$ cat config.mk
export PLATFORM = sky130hd
export DESIGN_NAME = vbi_cm_inserter
export DESIGN_NICKNAME = d
export VERILOG_FILES = /design/src/rtl/vbi_cm_pkg.sv /design/src/rtl/vbi_cm_word_latch.sv /design/src/rtl/vbi_cm_cell_sel.sv /design/src/rtl/vbi_cm_inserter.sv
export SDC_FILE = /design/constraint.sdc
export NUM_CORES = 1
export LEC_CHECK = 0
export BUFFER_PORTS_ARGS = -buffer_cell sky130_fd_sc_hd__buf_2
export CORE_MARGIN = 4
export CORE_UTILIZATION = 48
export CTS_BUF_LIST = sky130_fd_sc_hd__clkbuf_8
export DETAILED_ROUTE_END_ITERATION = 10
export PLACE_DENSITY = 0.82
export SETUP_SLACK_MARGIN = 0.1
export SKIP_CTS_REPAIR_TIMING = 1
export SYNTH_ARGS = -nofsm -noshare
export SYNTH_HDL_FRONTEND = slang
export SYNTH_HIERARCHICAL = 1
export SYNTH_SLANG_ARGS = --single-unit
$ cat constraint.sdc
create_clock -name clk -period 3.2 [get_ports clk]
set_input_delay 0 -clock clk [delete_from_list [all_inputs] [get_ports clk]]
set_output_delay 0 -clock clk [all_outputs]
set_load 0.005 [all_outputs]
$ cat src/rtl/vbi_cm_pkg.sv
package vbi_cm_pkg;

   // Code equal to pct percent of the full-scale code of a w-bit sample.
   function automatic int unsigned pct_of_full(input int unsigned w, input int unsigned pct);
      return (((1 << w) - 1) * pct) / 100;
   endfunction

   // Luma blanking code scaled from its 8-bit value of 16.
   function automatic int unsigned luma_blank(input int unsigned w);
      return 16 << (w - 8);
   endfunction

   // Chroma blanking code: mid-scale.
   function automatic int unsigned chroma_blank(input int unsigned w);
      return 1 << (w - 1);
   endfunction

endpackage

$ cat src/rtl/vbi_cm_word_latch.sv
module vbi_cm_word_latch #(
   parameter int HDR_W  = 6,
   parameter int PAY_W  = 8,
   localparam int WORD_W = HDR_W + PAY_W
) (
   input  logic              clk,
   input  logic              rst_n,
   input  logic              hold,
   input  logic [HDR_W-1:0]  hdr,
   input  logic [PAY_W-1:0]  pay,
   output logic [WORD_W-1:0] word
);

   always_ff @(posedge clk) begin
      if (!rst_n)
         word <= '0;
      else if (!hold)
         word <= {hdr, pay};
   end

   // The word must not move across consecutive held samples.
   assert_word_frozen_R8: assert property (@(posedge clk) disable iff (!rst_n)
      $past(hold) |-> $stable(word));

endmodule

$ cat src/rtl/vbi_cm_cell_sel.sv
module vbi_cm_cell_sel #(
   parameter int SAMPLE_W = 11,
   parameter int WORD_W   = 14,
   parameter int CELL     = 8,
   localparam int SPAN    = WORD_W * CELL,
   localparam int IDX_W   = $clog2(WORD_W)
) (
   input  logic [SAMPLE_W-1:0] sample,
   input  logic [SAMPLE_W-1:0] ofs,
   input  logic [WORD_W-1:0]   word,
   output logic                in_window,
   output logic                bit_val
);

   logic [SAMPLE_W:0] rel;
   logic [SAMPLE_W:0] idx_full;
   logic [IDX_W-1:0]  idx;
   logic [IDX_W-1:0]  pos;

   generate
      if (SPAN >= (1 << SAMPLE_W)) begin : g_bad_span
         $error("bit-cell span does not fit the sample counter");
      end
      if ((CELL & (CELL - 1)) == 0) begin : g_shift
         always_comb idx_full = rel >> $clog2(CELL);
      end else begin : g_div
         always_comb idx_full = rel / (SAMPLE_W+1)'(CELL);
      end
   endgenerate

   always_comb begin
      rel       = {1'b0, sample} - {1'b0, ofs};
      in_window = (sample >= ofs) && (rel < (SAMPLE_W+1)'(SPAN));
      idx       = idx_full[IDX_W-1:0];
      pos       = IDX_W'(WORD_W - 1) - idx;
      bit_val   = in_window && word[pos];
   end

endmodule

$ cat src/rtl/vbi_cm_inserter.sv
module vbi_cm_inserter #(
   parameter int DATA_W       = 10,
   parameter int LINE_W       = 11,
   parameter int SAMPLE_W     = 11,
   parameter int HDR_W        = 6,
   parameter int PAY_W        = 8,
   parameter int TARGET_LINE  = 41,
   parameter int CELL_SAMPLES = 8,
   parameter int ONE_PCT      = 70,
   parameter bit OUT_REG      = 1'b1
) (
   input  logic                clk,
   input  logic                rst_n,
   input  logic                ins_en,
   input  logic                fmt_525p,
   input  logic [HDR_W-1:0]    hdr,
   input  logic [PAY_W-1:0]    pay,
   input  logic [SAMPLE_W-1:0] start_ofs,
   input  logic [LINE_W-1:0]   line_num,
   input  logic [SAMPLE_W-1:0] sample_num,
   input  logic [DATA_W-1:0]   y_in,
   input  logic [DATA_W-1:0]   pb_in,
   input  logic [DATA_W-1:0]   pr_in,
   output logic [DATA_W-1:0]   y_out,
   output logic [DATA_W-1:0]   pb_out,
   output logic [DATA_W-1:0]   pr_out
);
   import vbi_cm_pkg::*;

   localparam int WORD_W = HDR_W + PAY_W;
   localparam logic [DATA_W-1:0] ONE_CODE = DATA_W'(pct_of_full(DATA_W, ONE_PCT));
   localparam logic [DATA_W-1:0] Y_BLANK  = DATA_W'(luma_blank(DATA_W));
   localparam logic [DATA_W-1:0] C_BLANK  = DATA_W'(chroma_blank(DATA_W));

   generate
      if (DATA_W < 8) begin : g_bad_w
         $error("DATA_W must be at least 8");
      end
      if (TARGET_LINE >= (1 << LINE_W)) begin : g_bad_line
         $error("target line does not fit the line counter");
      end
      if (ONE_PCT < 1 || ONE_PCT > 100) begin : g_bad_pct
         $error("ONE_PCT out of range");
      end
   endgenerate

   logic              on_line;
   logic              active;
   logic [WORD_W-1:0] word;
   logic              in_cell;
   logic              cell_bit;
   logic [DATA_W-1:0] y_n, pb_n, pr_n;

   assign on_line = (line_num == LINE_W'(TARGET_LINE));
   assign active  = ins_en && fmt_525p && on_line;

   vbi_cm_word_latch #(.HDR_W(HDR_W), .PAY_W(PAY_W)) u_latch (
      .clk   (clk),
      .rst_n (rst_n),
      .hold  (on_line),
      .hdr   (hdr),
      .pay   (pay),
      .word  (word)
   );

   vbi_cm_cell_sel #(.SAMPLE_W(SAMPLE_W), .WORD_W(WORD_W), .CELL(CELL_SAMPLES)) u_cell (
      .sample    (sample_num),
      .ofs       (start_ofs),
      .word      (word),
      .in_window (in_cell),
      .bit_val   (cell_bit)
   );

   always_comb begin
      if (active) begin
         y_n  = (in_cell && cell_bit) ? ONE_CODE : Y_BLANK;
         pb_n = C_BLANK;
         pr_n = C_BLANK;
      end else begin
         y_n  = y_in;
         pb_n = pb_in;
         pr_n = pr_in;
      end
   end

   generate
      if (OUT_REG) begin : g_reg
         logic primed;
         always_ff @(posedge clk) begin
            if (!rst_n) begin
               y_out  <= '0;
               pb_out <= '0;
               pr_out <= '0;
               primed <= 1'b0;
            end else begin
               y_out  <= y_n;
               pb_out <= pb_n;
               pr_out <= pr_n;
               primed <= 1'b1;
            end
         end

         assert_chroma_blank_R4: assert property (@(posedge clk) disable iff (!rst_n || !primed)
            $past(active) |-> (pb_out == C_BLANK && pr_out == C_BLANK));

         assert_luma_code_R6: assert property (@(posedge clk) disable iff (!rst_n || !primed)
            $past(active) |-> (y_out == Y_BLANK || y_out == ONE_CODE));

         assert_pass_through_R1: assert property (@(posedge clk) disable iff (!rst_n || !primed)
            !$past(active) |-> (y_out == $past(y_in) && pb_out == $past(pb_in) && pr_out == $past(pr_in)));
      end else begin : g_comb
         assign y_out  = y_n;
         assign pb_out = pb_n;
         assign pr_out = pr_n;
      end
   endgenerate

endmodule

### Yosys cells after proc, flatten, opt, wreduce, memory -nomap -nowiden

Cells that the tools add are included.

| storage, ports and cells | value |
|---|---|
| register bits after elaboration | 44 |
| output and inout port bits | 30 |
| bits of input ports | 81 |
| word-level logic and storage cells | 25 |

| cells by class | value |
|---|---|
| bitwise logic cells | 1 |
| add/subtract/negate cells | 2 |
| multiplexer cells | 6 |
| magnitude comparators | 3 |
| reduce and logical (&&, ||, !) cells | 6 |
| eq/ne operators | 1 |

Operators by type and width:

| kind | count |
|---|---|
| 10-bit 2-to-1 mux | 4 |
| 12-bit by 7-bit < comparator with 1-bit output (second input constant) | 1 |
| 11-bit by 11-bit subtractor with 12-bit output | 1 |
| 11-bit by 6-bit == test with 1-bit output (second input constant) | 1 |
| 11-bit >= comparator | 1 |
| 1-bit logical AND | 5 |
| 4-bit by 5-bit < comparator with 1-bit output (second input constant) | 1 |
| 1-bit binary-select mux with 4-bit select | 1 |
| 4-bit subtractor (first input constant) | 1 |
| 2-bit OR reduction | 1 |
| 1-bit 2-to-1 mux | 1 |
| 1-bit inverter | 1 |

### Longest topological paths before layout

| depth | value |
|---|---|
| word-level depth | 8 |
| depth in mapped cells | 13 |
| mapped depth without buffers | 13 |

### By module

Netlist, hierarchy kept.

Modules (own cells, without submodules):

| module | cells an instance | seq. area each (um2) | area an instance (um2) | instances |
|---|---|---|---|---|
| vbi_cm_inserter | 77 | 600.6 | 1017.2 | 1 |
| vbi_cm_cell_sel | 92 | 0.0 | 704.4 | 1 |
| vbi_cm_word_latch | 45 | 280.3 | 543.0 | 1 |

### Worst setup path before layout

OpenSTA, ideal clock, no wires.

| timing path | value |
|---|---|
| path kind | input -> register |
| from | input start_ofs[3] |
| to | register y_out[2] |
| stages on the path | 13 |
| required time | 3127 ps |
| arrival time | 2469 ps |
| setup slack | 658 ps |
| path buffers | 0 |
| setup time | 73 ps |
| cells stage by stage | inv_1 > ha_1 > o21ai_0 > a21oi_1 > o211ai_1 > inv_1 > ha_1 > xor2_1 > xnor2_1 > or4_1 > a211oi_2 > nand3_1 > mux2i_1 |

| on the way | value |
|---|---|
| cells in the longest elaborated chain, start to end | 8 |
| elaborated cells on any way between the ends | 11 |
| classes of those cells | add/sub (2); order compare (2); mux (4); reduce/logical (3) |

RTL lines:

| what | line | source |
|---|---|---|
| start, declared | vbi_cm_inserter.sv:18 | `input logic [SAMPLE_W-1:0] start_ofs,` |
| 11-bit by 11-bit subtractor with 12-bit output | vbi_cm_cell_sel.sv:32 | `rel = {1'b0, sample} - {1'b0, ofs};` |
| 4-bit subtractor | vbi_cm_cell_sel.sv:35 | `pos = IDX_W'(WORD_W - 1) - idx;` |
| 1-bit binary-select mux with 4-bit select | vbi_cm_cell_sel.sv:36 | `bit_val = in_window && word[pos];` |
| 1-bit 2-to-1 mux (not written as such) | vbi_cm_cell_sel.sv:36 |  |
| 1-bit logical AND * | vbi_cm_cell_sel.sv:36 |  |
| via cell_bit | vbi_cm_inserter.sv:51 | `logic cell_bit;` |
| 1-bit logical AND * | vbi_cm_inserter.sv:76 | `y_n = (in_cell && cell_bit) ? ONE_CODE : Y_BLANK;` |
| 10-bit 2-to-1 mux * | vbi_cm_inserter.sv:76 |  |
| 10-bit 2-to-1 mux * | vbi_cm_inserter.sv:75 | `if (active) begin` |
| end signal, assigned | vbi_cm_inserter.sv:96 | `y_out <= y_n;` |
| end, declared | vbi_cm_inserter.sv:24 | `output logic [DATA_W-1:0] y_out,` |

Mark *: on every way through the listed nets, which the timed path passes. The rest lies on a longest branch. The select of a mux whose other input is x is not followed.
A chain may end at the register's enable or synchronous reset.

### Final worst setup path

| timing path | value |
|---|---|
| from | input sample_num[3] |
| to | register y_out[9] |

| on the way | value |
|---|---|
| cells in the longest elaborated chain, start to end | 8 |
| elaborated cells on any way between the ends | 11 |
| classes of those cells | add/sub (2); order compare (2); mux (4); reduce/logical (3) |

RTL lines:

| what | line | source |
|---|---|---|
| start, declared | vbi_cm_inserter.sv:20 | `input logic [SAMPLE_W-1:0] sample_num,` |
| 11-bit by 11-bit subtractor with 12-bit output | vbi_cm_cell_sel.sv:32 |  |
| 4-bit subtractor | vbi_cm_cell_sel.sv:35 |  |
| 1-bit binary-select mux with 4-bit select | vbi_cm_cell_sel.sv:36 |  |
| 1-bit 2-to-1 mux (not written as such) | vbi_cm_cell_sel.sv:36 |  |
| 1-bit logical AND * | vbi_cm_cell_sel.sv:36 |  |
| via cell_bit | vbi_cm_inserter.sv:51 |  |
| 1-bit logical AND * | vbi_cm_inserter.sv:76 |  |
| 10-bit 2-to-1 mux * | vbi_cm_inserter.sv:76 |  |
| 10-bit 2-to-1 mux * | vbi_cm_inserter.sv:75 |  |

Marked as above.

==> results.yml <==
die:
  design.portCount: 111
  coreArea_mm2: 0.00447
  die-height_um: 76.7
  floorplan.die.width_um: 76.7
  initial_util_pct: 50.6
  floorplan.die_area_mm2: 0.00588
  floorplan.rows: 24
pwr:
  power.density_cell_area_mw_per_mm2: 411
  power.ir.vdd_worst_mv: 0.405
  power.static_leakage_nw: 1.64
  post-layout-total-power_mw: 1.37
detailed_routing:
  viasPerCell: 5.02
  routedWlPerCell_um: 14.8
  detail_route.first_pass.iterations: 4
  drt_iter0_drc: 54
  drc: 0
  vias: 2097
  detail_route.wirelength_mm: 6.18
  number_of_routed_nets_with_antenna_violations: 0
clock_tree:
  worstSkewPairLatency_ns: 0.29
  cts_sinks: 44
  cts_buffer_depth: 2
  tritoncts: "built"
  clk_transition_reported_paths_ns: 0.09
  cts_root_buffer: "sky130_fd_sc_hd__clkbuf_8"
  ctsHtreeMaxLevel: 2
  cts_bufs_inserted: 5
global_route:
  grt_first_pass_wirelength_mm: 8.09
  grt.busiest_layer: "met2"
  overflow: 0
  grt_max_degree: 24
  first_global_vias: 1893
  grt_antenna_before_repair: 0
  grt_util_met2_pct: 31.1
  grt_use_total_pct: 17.0
  grt_use_met1_pct: 16.9
  grt_util_met3_pct: 7.61
sta:
  fin_skew_ns: 0.00949
  final_count_of_negative_setup_slack_endpoints: 0
  timing.hold.ws_ns: -0.0251
  timing.fmax_mhz: 371
  worst_slew_margin_rel_pct: 36.4
  period_needed_ns: 2.70
  max_slew_violation_count: 0
  final-hold-violation-count: 4
  least_margin_pin_slew_ns: 0.954
  setup_repair_after_global_routing_missed_its_margin: "no"
  timing.final.crit_share_pct: 84.3
  fin_setup_tns_ns: 0
logic_synthesis:
  ys_seq_elements: 44
  synth.yosys.warnings: 6
  cell_with_the_most_instances_after_synthesis: "sky130_fd_sc_hd__dfxtp_1"
  yosys-top-cells-count: "44 x sky130_fd_sc_hd__dfxtp_1, 21 x sky130_fd_sc_hd__mux2i_1, 16 x sky130_fd_sc_hd__and2_4"
  syn_area_per_cell_um2: 10.6
  synth_edf_count: 0
  ys_seq_area_share_pct: 38.9
  ys_top_cells_by_area: "sky130_fd_sc_hd__dfxtp_1 39%, sky130_fd_sc_hd__mux2i_1 9.3%, sky130_fd_sc_hd__ha_1 6.6%"
  post_synth_top_area_cell: "sky130_fd_sc_hd__dfxtp_1"
  postSynthNetCount: 307
  synth-async-reset-ratio_pct: 0
  synth.lib_cells_used.distinct: 52
  ys.flop_type: "sky130_fd_sc_hd__dfxtp_1"
  syn_area_mm2: 0.00226
  synth.top_cell.area_share_pct: 38.9
  synthCells: 214
run_status:
  outcome: "finished, violations left"
  violations: "negative hold slack"
setup_path:
  critical_path_startpoint_category: "primary input"
  cp.arrival_ns: 2.92
  criticalPathCategory: "in -> reg"
  critical_path_startpoint: "sample_num[3]"
  cp_max_fo: 4
  worst_setup_path_end_kind: "flip-flop"
  r2r-start: "u_latch/word[3]"
  crit_required_ns: 3.42
  r2r_slack_ns: 1.45
min_path:
  hold_class: "in -> reg"
  hold_path.startpoint: "pay[4]"
finish:
  nNetsFinal: 458
  diodes: 0
  fraction_of_final_layout_cells_sized_beyond_drive_strength_1_pct: 42.3
  area_delta_synth_final_pct: 47.1
placement:
  place.port_buffers: 110
  hpwlAfterDp_mm: 4.11
  routabilityCongestion: 0.774
job:
  maxCapViolCount: 0
layer usage:
metal	routed length (um)	share of wire, %	vias up
li1	-	-	1038
met4	159	2.6	0
met5	0	0	-
met2	3230	52	99
met3	529	8.6	17
met1	2270	37	943
cells by family (layout without fill, tap and decap cells):
family | Yosys count | in the layout | synth area share, %
adder cells (fa/ha/maj) | 13 | 13 | 7.07
multiplexers | 23 | 23 | 10.3
AND/OR/NAND/NOR | 76 | 76 | 23.9
buffers and inverters | 20 | 172 | 5.47
XOR/XNOR | 5 | 5 | 2.76
flip-flops | 44 | 44 | 38.9
AO/OA/AOI/OAI | 33 | 33 | 11.6
cell type report:
type                            instances  area [um2]
Tap cell                               52        65.1
Inverter                               14        52.6
Multi-Input combinational cell        150        1260
Clock inverter                          2        38.8
Timing Repair Buffer                  150         951
Sequential cell                        44         881
Clock buffer                            6        82.6
Fill cell                             342        1140
state kept, by name, indices dropped and copies added (netlist names):
register	count
pb_out	10
pr_out	10
u_latch/word	14
y_out	10
power by group:
group          total (mW)  leakage, nW  switching (mW)  internal [mW]
sequential          0.587        0.367          0.0106          0.577
clock               0.441       0.0614           0.185          0.255
combinational       0.342         1.21           0.153          0.190
cell usage in the layout (no fill, tap or decap), types with 2 or more instances in the layout:
cell / count
sky130_fd_sc_hd__and2_2: 3
sky130_fd_sc_hd__o21ai_0: 5
sky130_fd_sc_hd__ha_1: 12
sky130_fd_sc_hd__dfxtp_1: 44
sky130_fd_sc_hd__nand2b_1: 2
sky130_fd_sc_hd__a2111oi_0: 3
sky130_fd_sc_hd__clkbuf_8: 6
sky130_fd_sc_hd__nor2_1: 6
sky130_fd_sc_hd__or2_2: 2
sky130_fd_sc_hd__and2_1: 7
sky130_fd_sc_hd__mux2i_1: 21
sky130_fd_sc_hd__nor2b_1: 15
sky130_fd_sc_hd__and2_4: 16
sky130_fd_sc_hd__mux2_2: 2
sky130_fd_sc_hd__xnor2_1: 3
sky130_fd_sc_hd__o21a_1: 6
sky130_fd_sc_hd__nand2_1: 8
sky130_fd_sc_hd__a21o_1: 2
sky130_fd_sc_hd__and2b_2: 2
sky130_fd_sc_hd__a21oi_1: 4
sky130_fd_sc_hd__dlygate4sd3_1: 40
sky130_fd_sc_hd__nand3_1: 2
sky130_fd_sc_hd__inv_1: 14
sky130_fd_sc_hd__buf_2: 110
sky130_fd_sc_hd__nor4b_4: 2
sky130_fd_sc_hd__nor3_1: 2
path summary, 6_finish.rpt:
check / to / cells past startpoint
setup / recovery: y_out[9] / 13
hold / removal: u_latch/word[4] / 3
setup reg to reg: y_out[9] / 6
hold reg to reg: u_latch/word[9] / 2
per-stage QoR:
step | setup slack [ns] | area, um2 | utilization, % | cells | hold slack, ns
2_1_floorplan | 0.658 | 2260 | - | 214 | 0.122
3_3_place_gp | 0.397 | 2810 | 62.8 | 370 | 0.201
3_5_place_dp | 0.244 | 2810 | 62.8 | 370 | 0.204
4_1_cts | 0.530 | 2930 | 65.5 | 378 | -0.104
5_1_grt | 0.192 | 3330 | 74.4 | 418 | 0.00400
6_report | 0.504 | 3330 | 74.4 | 418 | -0.0251
critical path, stage by stage:
cell and delay [ns]:
sky130_fd_sc_hd__buf_2 0.10, sky130_fd_sc_hd__ha_1 0.41, sky130_fd_sc_hd__o21ai_0 0.13, sky130_fd_sc_hd__a21oi_1 0.29, sky130_fd_sc_hd__o211ai_1 0.20, sky130_fd_sc_hd__inv_1 0.15, sky130_fd_sc_hd__ha_1 0.22, sky130_fd_sc_hd__xor2_1 0.19
sky130_fd_sc_hd__xnor2_1 0.10, sky130_fd_sc_hd__or4_1 0.56, sky130_fd_sc_hd__a211oi_2 0.23, sky130_fd_sc_hd__nand3_1 0.16, sky130_fd_sc_hd__mux2i_1 0.18
Note: power is estimated with default switching activity, not from simulation.
